File: src/rtl/eaf_pkg.sv
package eaf_pkg;

    // Control word, bit 4 down to bit 0.
    typedef struct packed {
        logic complement;
        logic cmp_en;
        logic acc_bcast;
        logic acc_mcast;
        logic acc_all_ucast;
    } filt_ctrl_t;

    typedef enum logic [2:0] {
        RSN_PASS      = 3'd0,
        RSN_BCAST_OFF = 3'd1,
        RSN_MCAST_OFF = 3'd2,
        RSN_NO_MATCH  = 3'd3,
        RSN_CMP_MATCH = 3'd4
    } reason_t;

    typedef enum logic [1:0] {
        CLS_UCAST = 2'd0,
        CLS_MCAST = 2'd1,
        CLS_BCAST = 2'd2
    } dst_class_t;

    typedef enum logic [1:0] {
        SEL_CTRL    = 2'd0,
        SEL_EN      = 2'd1,
        SEL_ADDR_HI = 2'd2,
        SEL_ADDR_LO = 2'd3
    } cfg_sel_t;

    typedef struct packed {
        logic    valid;
        logic    accept;
        reason_t reason;
    } verdict_t;

endpackage

File: src/rtl/eaf_cfg_regs.sv
module eaf_cfg_regs
    import eaf_pkg::*;
#(
    parameter int ADDR_W      = 48,
    parameter int DATA_W      = 32,
    parameter int NUM_ENTRIES = 16
) (
    input  logic                   clk,
    input  logic                   rst_n,
    input  logic                   wr_en,
    input  logic [1:0]             wr_sel,
    input  logic [DATA_W-1:0]      wr_data,
    output filt_ctrl_t             ctrl,
    output logic                   entry_en,
    output logic [ADDR_W-1:0]      station,
    output logic [NUM_ENTRIES-1:0] entry_en_rd
);
    localparam int LO_W   = ADDR_W - DATA_W;
    localparam int CTRL_W = $bits(filt_ctrl_t);

    typedef struct packed {
        filt_ctrl_t        ctrl;
        logic              en;
        logic [ADDR_W-1:0] station;
    } cfg_state_t;

    cfg_state_t st_d, st_q;

    always_comb begin
        st_d = st_q;
        if (wr_en) begin
            case (cfg_sel_t'(wr_sel))
                SEL_CTRL:    st_d.ctrl = filt_ctrl_t'(wr_data[CTRL_W-1:0]);
                SEL_EN:      st_d.en = wr_data[0];
                SEL_ADDR_HI: st_d.station[ADDR_W-1:LO_W] = wr_data;
                SEL_ADDR_LO: st_d.station[LO_W-1:0] = wr_data[DATA_W-1:DATA_W-LO_W];
                default:     st_d = st_q;
            endcase
        end
    end

    always_ff @(posedge clk) begin
        if (!rst_n) st_q <= '0;
        else        st_q <= st_d;
    end

    assign ctrl        = st_q.ctrl;
    assign entry_en    = st_q.en;
    assign station     = st_q.station;
    assign entry_en_rd = {{(NUM_ENTRIES-1){1'b0}}, st_q.en};

    // only data bit 0 of an enable write survives in the readback.
    a_r9_enable_bit0: assert property (@(posedge clk) disable iff (!rst_n)
        (wr_en && wr_sel == 2'd1) |=> (entry_en_rd == {{(NUM_ENTRIES-1){1'b0}}, $past(wr_data[0])}));

endmodule

File: src/rtl/eaf_classify.sv
module eaf_classify
    import eaf_pkg::*;
#(
    parameter int ADDR_W = 48
) (
    input  logic [ADDR_W-1:0] dst,
    output dst_class_t        cls
);
    localparam int GROUP_BIT = ADDR_W - 8;

    always_comb begin
        if (&dst)                cls = CLS_BCAST;
        else if (dst[GROUP_BIT]) cls = CLS_MCAST;
        else                     cls = CLS_UCAST;
    end
endmodule

File: src/rtl/eaf_decide.sv
module eaf_decide
    import eaf_pkg::*;
#(
    parameter int ADDR_W = 48
) (
    input  dst_class_t        cls,
    input  filt_ctrl_t        ctrl,
    input  logic              entry_en,
    input  logic [ADDR_W-1:0] dst,
    input  logic [ADDR_W-1:0] station,
    output logic              accept,
    output reason_t           reason
);
    logic hit;

    always_comb begin
        hit    = ctrl.cmp_en && entry_en && (dst == station);
        accept = 1'b0;
        reason = RSN_PASS;
        case (cls)
            CLS_BCAST: begin
                accept = ctrl.complement || ctrl.acc_bcast;
                if (!accept) reason = RSN_BCAST_OFF;
            end
            CLS_MCAST: begin
                accept = ctrl.complement || ctrl.acc_mcast;
                if (!accept) reason = RSN_MCAST_OFF;
            end
            default: begin
                if (ctrl.acc_all_ucast) begin
                    accept = 1'b1;
                end else if (ctrl.complement) begin
                    accept = !hit;
                    if (hit) reason = RSN_CMP_MATCH;
                end else begin
                    accept = hit;
                    if (!hit) reason = RSN_NO_MATCH;
                end
            end
        endcase
    end
endmodule

File: src/rtl/eaf_rx_filter.sv
module eaf_rx_filter
    import eaf_pkg::*;
#(
    parameter int ADDR_W      = 48,
    parameter int DATA_W      = 32,
    parameter int NUM_ENTRIES = 16
) (
    input  logic                   clk,
    input  logic                   rst_n,
    input  logic                   cfg_wr_en,
    input  logic [1:0]             cfg_wr_sel,
    input  logic [DATA_W-1:0]      cfg_wr_data,
    input  logic                   in_valid,
    input  logic [ADDR_W-1:0]      in_dst,
    output logic                   out_valid,
    output logic                   out_accept,
    output logic [2:0]             out_reason,
    output logic [NUM_ENTRIES-1:0] entry_en_rd
);
    localparam int GROUP_BIT = ADDR_W - 8;

    filt_ctrl_t        ctrl;
    logic              entry_en;
    logic [ADDR_W-1:0] station;
    dst_class_t        cls;
    logic              dec_accept;
    reason_t           dec_reason;
    verdict_t          vd_d, vd_q;

    eaf_cfg_regs #(.ADDR_W(ADDR_W), .DATA_W(DATA_W), .NUM_ENTRIES(NUM_ENTRIES)) u_cfg (
        .clk(clk), .rst_n(rst_n), .wr_en(cfg_wr_en), .wr_sel(cfg_wr_sel),
        .wr_data(cfg_wr_data), .ctrl(ctrl), .entry_en(entry_en),
        .station(station), .entry_en_rd(entry_en_rd)
    );

    eaf_classify #(.ADDR_W(ADDR_W)) u_cls (.dst(in_dst), .cls(cls));

    eaf_decide #(.ADDR_W(ADDR_W)) u_dec (
        .cls(cls), .ctrl(ctrl), .entry_en(entry_en), .dst(in_dst),
        .station(station), .accept(dec_accept), .reason(dec_reason)
    );

    always_comb begin
        vd_d = '0;
        if (in_valid) begin
            vd_d.valid  = 1'b1;
            vd_d.accept = dec_accept;
            vd_d.reason = dec_reason;
        end
    end

    always_ff @(posedge clk) begin
        if (!rst_n) vd_q <= '0;
        else        vd_q <= vd_d;
    end

    assign out_valid  = vd_q.valid;
    assign out_accept = vd_q.accept;
    assign out_reason = vd_q.reason;

    a_r1_valid_follows: assert property (@(posedge clk) disable iff (!rst_n)
        in_valid |=> out_valid);
    a_r1_idle_quiet: assert property (@(posedge clk) disable iff (!rst_n)
        !in_valid |=> (!out_valid && !out_accept && out_reason == 3'd0));
    a_r10_accept_no_reason: assert property (@(posedge clk) disable iff (!rst_n)
        out_accept |-> (out_reason == 3'd0));
    a_r3_bcast_complement: assert property (@(posedge clk) disable iff (!rst_n)
        (in_valid && (&in_dst) && ctrl.complement) |=> out_accept);
    a_r6_no_compare_reject: assert property (@(posedge clk) disable iff (!rst_n)
        (in_valid && !in_dst[GROUP_BIT] && !ctrl.acc_all_ucast && !ctrl.complement && !ctrl.cmp_en)
        |=> (!out_accept && out_reason == 3'd3));

endmodule

File: config.mk
export PLATFORM = sky130hd
export DESIGN_NAME = eaf_rx_filter
export DESIGN_NICKNAME = d
export VERILOG_FILES = /design/src/rtl/eaf_pkg.sv /design/src/rtl/eaf_cfg_regs.sv /design/src/rtl/eaf_classify.sv /design/src/rtl/eaf_decide.sv /design/src/rtl/eaf_rx_filter.sv
export SDC_FILE = /design/constraint.sdc
export NUM_CORES = 1
export LEC_CHECK = 0
export BUFFER_PORTS_ARGS = -buffer_cell sky130_fd_sc_hd__buf_2
export CORE_ASPECT_RATIO = 2
export CORE_MARGIN = 1
export CORE_UTILIZATION = 45
export DETAILED_ROUTE_END_ITERATION = 7
export PLACE_DENSITY = 0.75
export SETUP_SLACK_MARGIN = 0.05
export SYNTH_ARGS = -nofsm -noshare
export SYNTH_HDL_FRONTEND = slang
export SYNTH_SLANG_ARGS = --single-unit
File: constraint.sdc
create_clock -name clk -period 2.36 [get_ports clk]
set_input_delay 0.472 -clock clk [delete_from_list [all_inputs] [get_ports clk]]
set_output_delay 0.472 -clock clk [all_outputs]
set_load 0.05 [all_outputs]
## Word-level counts from Yosys, hierarchy flattened

Cells that the tools add are included.

- Bits of input ports: 86
- Flip-flop bits (word level): 59
- Word-level logic and storage cells: 42
- Output and inout bits: 21

- Reduce and logical (&&, ||, !) cells: 12
- Equal/unequal tests: 6
- Mux-type cells: 13

Operators by type and width:

| operator | number |
|---|---|
| $eq A48 B48 Y1 | 1 |
| $reduce_and A48 Y1 | 1 |
| $reduce_and A2 Y1 | 5 |
| $mux W3 | 3 |
| $eq A2 B2 Y1 const B | 3 |
| $mux W2 | 3 |
| $pmux W3 S2 | 1 |
| $mux W5 | 1 |
| $eq A2 B1 Y1 const B | 2 |
| $mux W1 | 4 |
| $logic_and A1 B1 Y1 | 2 |
| $logic_not A2 Y1 | 1 |
| $logic_or A1 B1 Y1 | 2 |
| $pmux W1 S2 | 1 |
| $logic_not A1 Y1 | 1 |

## Longest topological paths before layout

- Depth after elaboration: 7
- Mapped depth: 8
- Mapped depth without buffers: 8

## Hierarchy

From an unflattened synthesis, not the netlist that was laid out.

- Cells, all modules: 349
- Area total of the unflattened synthesis: 3166.8 um2

Modules (own cells, without submodules):

| module | seq. area each (um2) | cells an instance | times used | area an instance (um2) |
|---|---|---|---|---|
| eaf_cfg_regs | 1081.0 | 231 | 1 | 2214.6 |
| eaf_decide | 0.0 | 90 | 1 | 703.2 |
| eaf_rx_filter | 100.1 | 10 | 1 | 132.6 |
| eaf_classify | 0.0 | 18 | 1 | 116.4 |

## Least setup slack after synthesis

Ideal clock, no wire load.

- Path type: in2reg
- Start point: in in_dst[46]
- End point: reg vd_q (netlist bit out_accept)
- Setup time: 0.116 ns
- Path buffers: 0
- Arrival: 2.079 ns
- Setup slack: 0.165 ns
- Data required time: 2.244 ns
- Stages: 8
- Path through: xor2_1 nor4_1 nand4_1 a2111oi_2 nand3_1 ha_1 o31a_1 o211a_1

- Word-level cells in the longest chain between the ends: 6
- Elaborated cells between the ends (all ways): 10
- Classes of those cells: eq/ne: 3; mux: 4; reduce/logical: 3

Ends and longest elaborated chain:

| what | RTL line | RTL |
|---|---|---|
| start: declaration | eaf_rx_filter.sv:14 | `input logic [ADDR_W-1:0] in_dst,` |
| $eq A48 B48 Y1 | eaf_decide.sv:17 | `hit = ctrl.cmp_en && entry_en && (dst == station);` |
| $logic_and A1 B1 Y1 | eaf_decide.sv:17 |  |
| $logic_not A1 Y1 | eaf_decide.sv:33 | `accept = !hit;` |
| $mux W1 | eaf_decide.sv:32 | `end else if (ctrl.complement) begin` |
| $mux W1 | eaf_decide.sv:30 | `if (ctrl.acc_all_ucast) begin` |
| $pmux W1 S2 * | eaf_decide.sv:20 | `case (cls)` |
| end signal: assignment | eaf_rx_filter.sv:54 | `else vd_q <= vd_d;` |
| end: declaration | eaf_rx_filter.sv:28 | `verdict_t vd_d, vd_q;` |

Mark *: on every way between the ends. The rest lies on a longest branch, timed or not.
A chain may end at the register's enable or synchronous reset.

## Final worst setup path

- Start point: reg u_cfg.st_q (netlist bit u_cfg.station[17])
- End point: reg vd_q (netlist bit out_accept)

- Word-level cells in the longest chain between the ends: 6

Ends and longest elaborated chain:

| what | RTL line | RTL |
|---|---|---|
| start: declaration | eaf_cfg_regs.sv:27 | `cfg_state_t st_d, st_q;` |
| start signal: assignment | eaf_cfg_regs.sv:44 | `else st_q <= st_d;` |
| $eq A48 B48 Y1 * | eaf_decide.sv:17 |  |
| $logic_and A1 B1 Y1 * | eaf_decide.sv:17 |  |
| $logic_not A1 Y1 | eaf_decide.sv:33 |  |
| $mux W1 * | eaf_decide.sv:32 |  |
| $mux W1 * | eaf_decide.sv:30 |  |
| $pmux W1 S2 * | eaf_decide.sv:20 |  |

Marks and branches as above.

==> qor.yml <==
status: "completed"
critPathKind: "reg2reg"
synthTopCellsByArea: "dfxtp_1 40%, nand2_1 13%, a21boi_0 12%"
synth_top_area_share_pct: 39.7
place_inst: 525
viasPerCell: 5.05
track_usage_pct: 25.8
p_leak_nw: 1.56
start_util_pct: 46.8
cp-start-kind: "flip-flop"
die_w_um: 59.5
worstSkewPairLatency_ns: 0.33
period_share_pct: 94.2
cts_tree: "yes"
grt_pass1_wl_mm: 12.7
synth_edf_count: 0
cts_max_level: 3
dieArea_um2: 6970
p_seq_share_pct: 40.0
synth_common_cells: "104 x nand2_1, 59 x dfxtp_1, 47 x a21boi_0, 22 x xnor2_1, 21 x xor2_1"
postCtsHoldBufs: 0
place_hpwl_mm: 6.57
max_freq_mhz: 450
first_pass_iters: 4
timing.final.ws_setup_ns: 0.136
worstPathRequired_ns: 2.58
ys.flop_type: "dfxtp_1"
clk_pin_slew_ns: 0.05
synthCells: 362
worst_pin_slew_ns: 0.716
gp_congestion: 0.917
synth.most_common_cell: "nand2_1"
fp-row-count: 41
fin_cells: 541
antenna_cells: 0
clkSinkCount: 59
clockBufferDepth: 2
drive_gt1_share_pct: 25.1
synth_seq_cells: 59
drc_errors: 0
crit_path_end_kind: "flip-flop"
slew_headroom_pct: 52.1
drt_iter0_markers: 95
fin_skew_ns: 0.00283
wire_per_inst_um: 15.5
pwr-share-comb_pct: 12.9
ys.warnings.count: 0
slew_viol_final: 0
postRouteAntennaNets: 0
cts_buffers: 9
period_needed_ns: 2.22
fin_nets: 538
antenna_found_initial: 0
hold_class: "in2reg"
finalWirelength_mm: 8.39
rsz0062_at_grt: "false"
peakVddDrop_mv: 0.469
dp_slack_ns: -0.127
ios: 107
cp.arrival_ns: 2.44
yosys.area.top_type: "dfxtp_1"
synth_cell_types: 28
syn_area_per_cell_um2: 8.23
grt_max_degree: 34
intPower_mw: 1.99
gr-total-overflow: 0
p_sw_share_pct: 25.0
cts_root_buf: "clkbuf_16"
vias: 2731
coreArea_um2: 6360
numPortBuffers: 91
pwr-share-clk_pct: 47.1
n_fill_cell: 626
power_switching_uw: 660
powerDensity_nw_per_um2: 707
drv_cap: 0
hold_viol: 0
ys_seq_area_share_pct: 39.7
synth_area_um2: 2980
path_max_fanout: 2
final-setup-viol-count: 0
synthArstFlopShare_pct: 0
syn2layout_area_growth_pct: 25.7
die_h_um: 117
grt_pass1_vias: 2639
-- worst max-delay path, cell delays in order (launching register included) --
cell	delay [ns]
dfxtp_1	0.33
xor2_1	0.16
nor4_1	0.29
nand4_1	0.15
a2111oi_2	0.34
nand3_1	0.12
ha_1	0.29
o31a_1	0.23
o211a_1	0.20
-- layout by cell type (no fill, tap or decap), drive strengths merged, types with 3 or more instances in the layout --
master / instances
nand2: 104
buf: 95
dfxtp: 59
a21boi: 48
xnor2: 22
xor2: 21
nand4: 19
conb: 15
clkbuf: 15
nor4: 9
inv: 8
nor2: 7
nor2b: 6
mux2i: 5
and3: 4
a21oi: 3
-- worst paths after layout --
path	start	end	slack, ns	depth (start not counted)
max	u_cfg.station[17]	out_accept	0.14	8
min	cfg_wr_data[5]	u_cfg.station[21]	0.39	3
max reg2reg	u_cfg.station[17]	out_accept	0.14	8
min reg2reg	u_cfg.station[32]	u_cfg.station[32]	0.47	2
-- through the flow --
stage,TNS [ns],hold WS (ns),power (mW),util [%],instance area (µm²)
after global placement,-0.0747,0.457,1.41,54.2,3440
after global routing,0,0.391,2.74,58.9,3740
final,0,0.391,2.65,58.9,3740
after floorplan,0,0.443,1.29,-,3030
after detailed placement,-0.127,0.464,1.42,54.2,3440
after CTS,0,0.386,2.67,58.8,3740
-- final cells by class --
cell class | instances | area [µm²] | area share (%)
clock buffer | 15 | 288 | 7.69
clock inverter | 1 | 5.00 | 0.134
inverter | 8 | 30.0 | 0.802
multi-input combinational | 277 | 1650 | 44.0
sequential | 59 | 1180 | 31.6
tap | 86 | 108 | 2.87
timing repair buffer | 95 | 485 | 13.0
-- power groups by stage --
stage	Sequential [mW]	Combinational, mW	Clock [mW]
3_5_place_dp	1.08	0.340	0
6_report	1.06	0.342	1.25
3_3_place_gp	1.08	0.338	0
4_1_cts	1.06	0.342	1.27
5_1_grt	1.06	0.371	1.30
2_1_floorplan	1.08	0.209	0
-- per-layer routing --
layer / vias up / global-route usage (%) / routed length, µm
met5: - / 0 / 0
met4: 0 / 13.2 / 270
met3: 20 / 5.93 / 468
met2: 121 / 46.4 / 4440
met1: 1232 / 27.1 / 3210
li1: 1358 / - / -
-- registers in the layout (all words and copies together) (netlist names) --
name / flops
out_valid: 1
u_cfg.ctrl: 5
u_cfg.station: 48
out_accept: 1
u_cfg.entry_en: 1
out_reason: 3
-- cell families (layout without fill, tap and decap cells) --
| family | count (synthesis) | count (layout) | synth area share (%) |
|---|---|---|---|
| fa+ha+maj | 2 | 2 | 0.840 |
| mux | 5 | 5 | 1.68 |
| buf+inv | 40 | 119 | 7.10 |
| compound gates | 59 | 59 | 15.0 |
| other cells | 1 | 15 | 0.126 |
| xor+xnor | 43 | 43 | 12.6 |
| simple gates | 153 | 153 | 22.9 |
| flops | 59 | 59 | 39.7 |
-- repair_timing --
action | 4_1_cts | 5_1_grt
gates resized for setup | 0 | 1
endpoints found under the setup margin | 0 | 1
hold endpoints to repair | 0 | 0
buffers inserted | 0 | 0
Note: power is estimated with default switching activity, not from simulation.
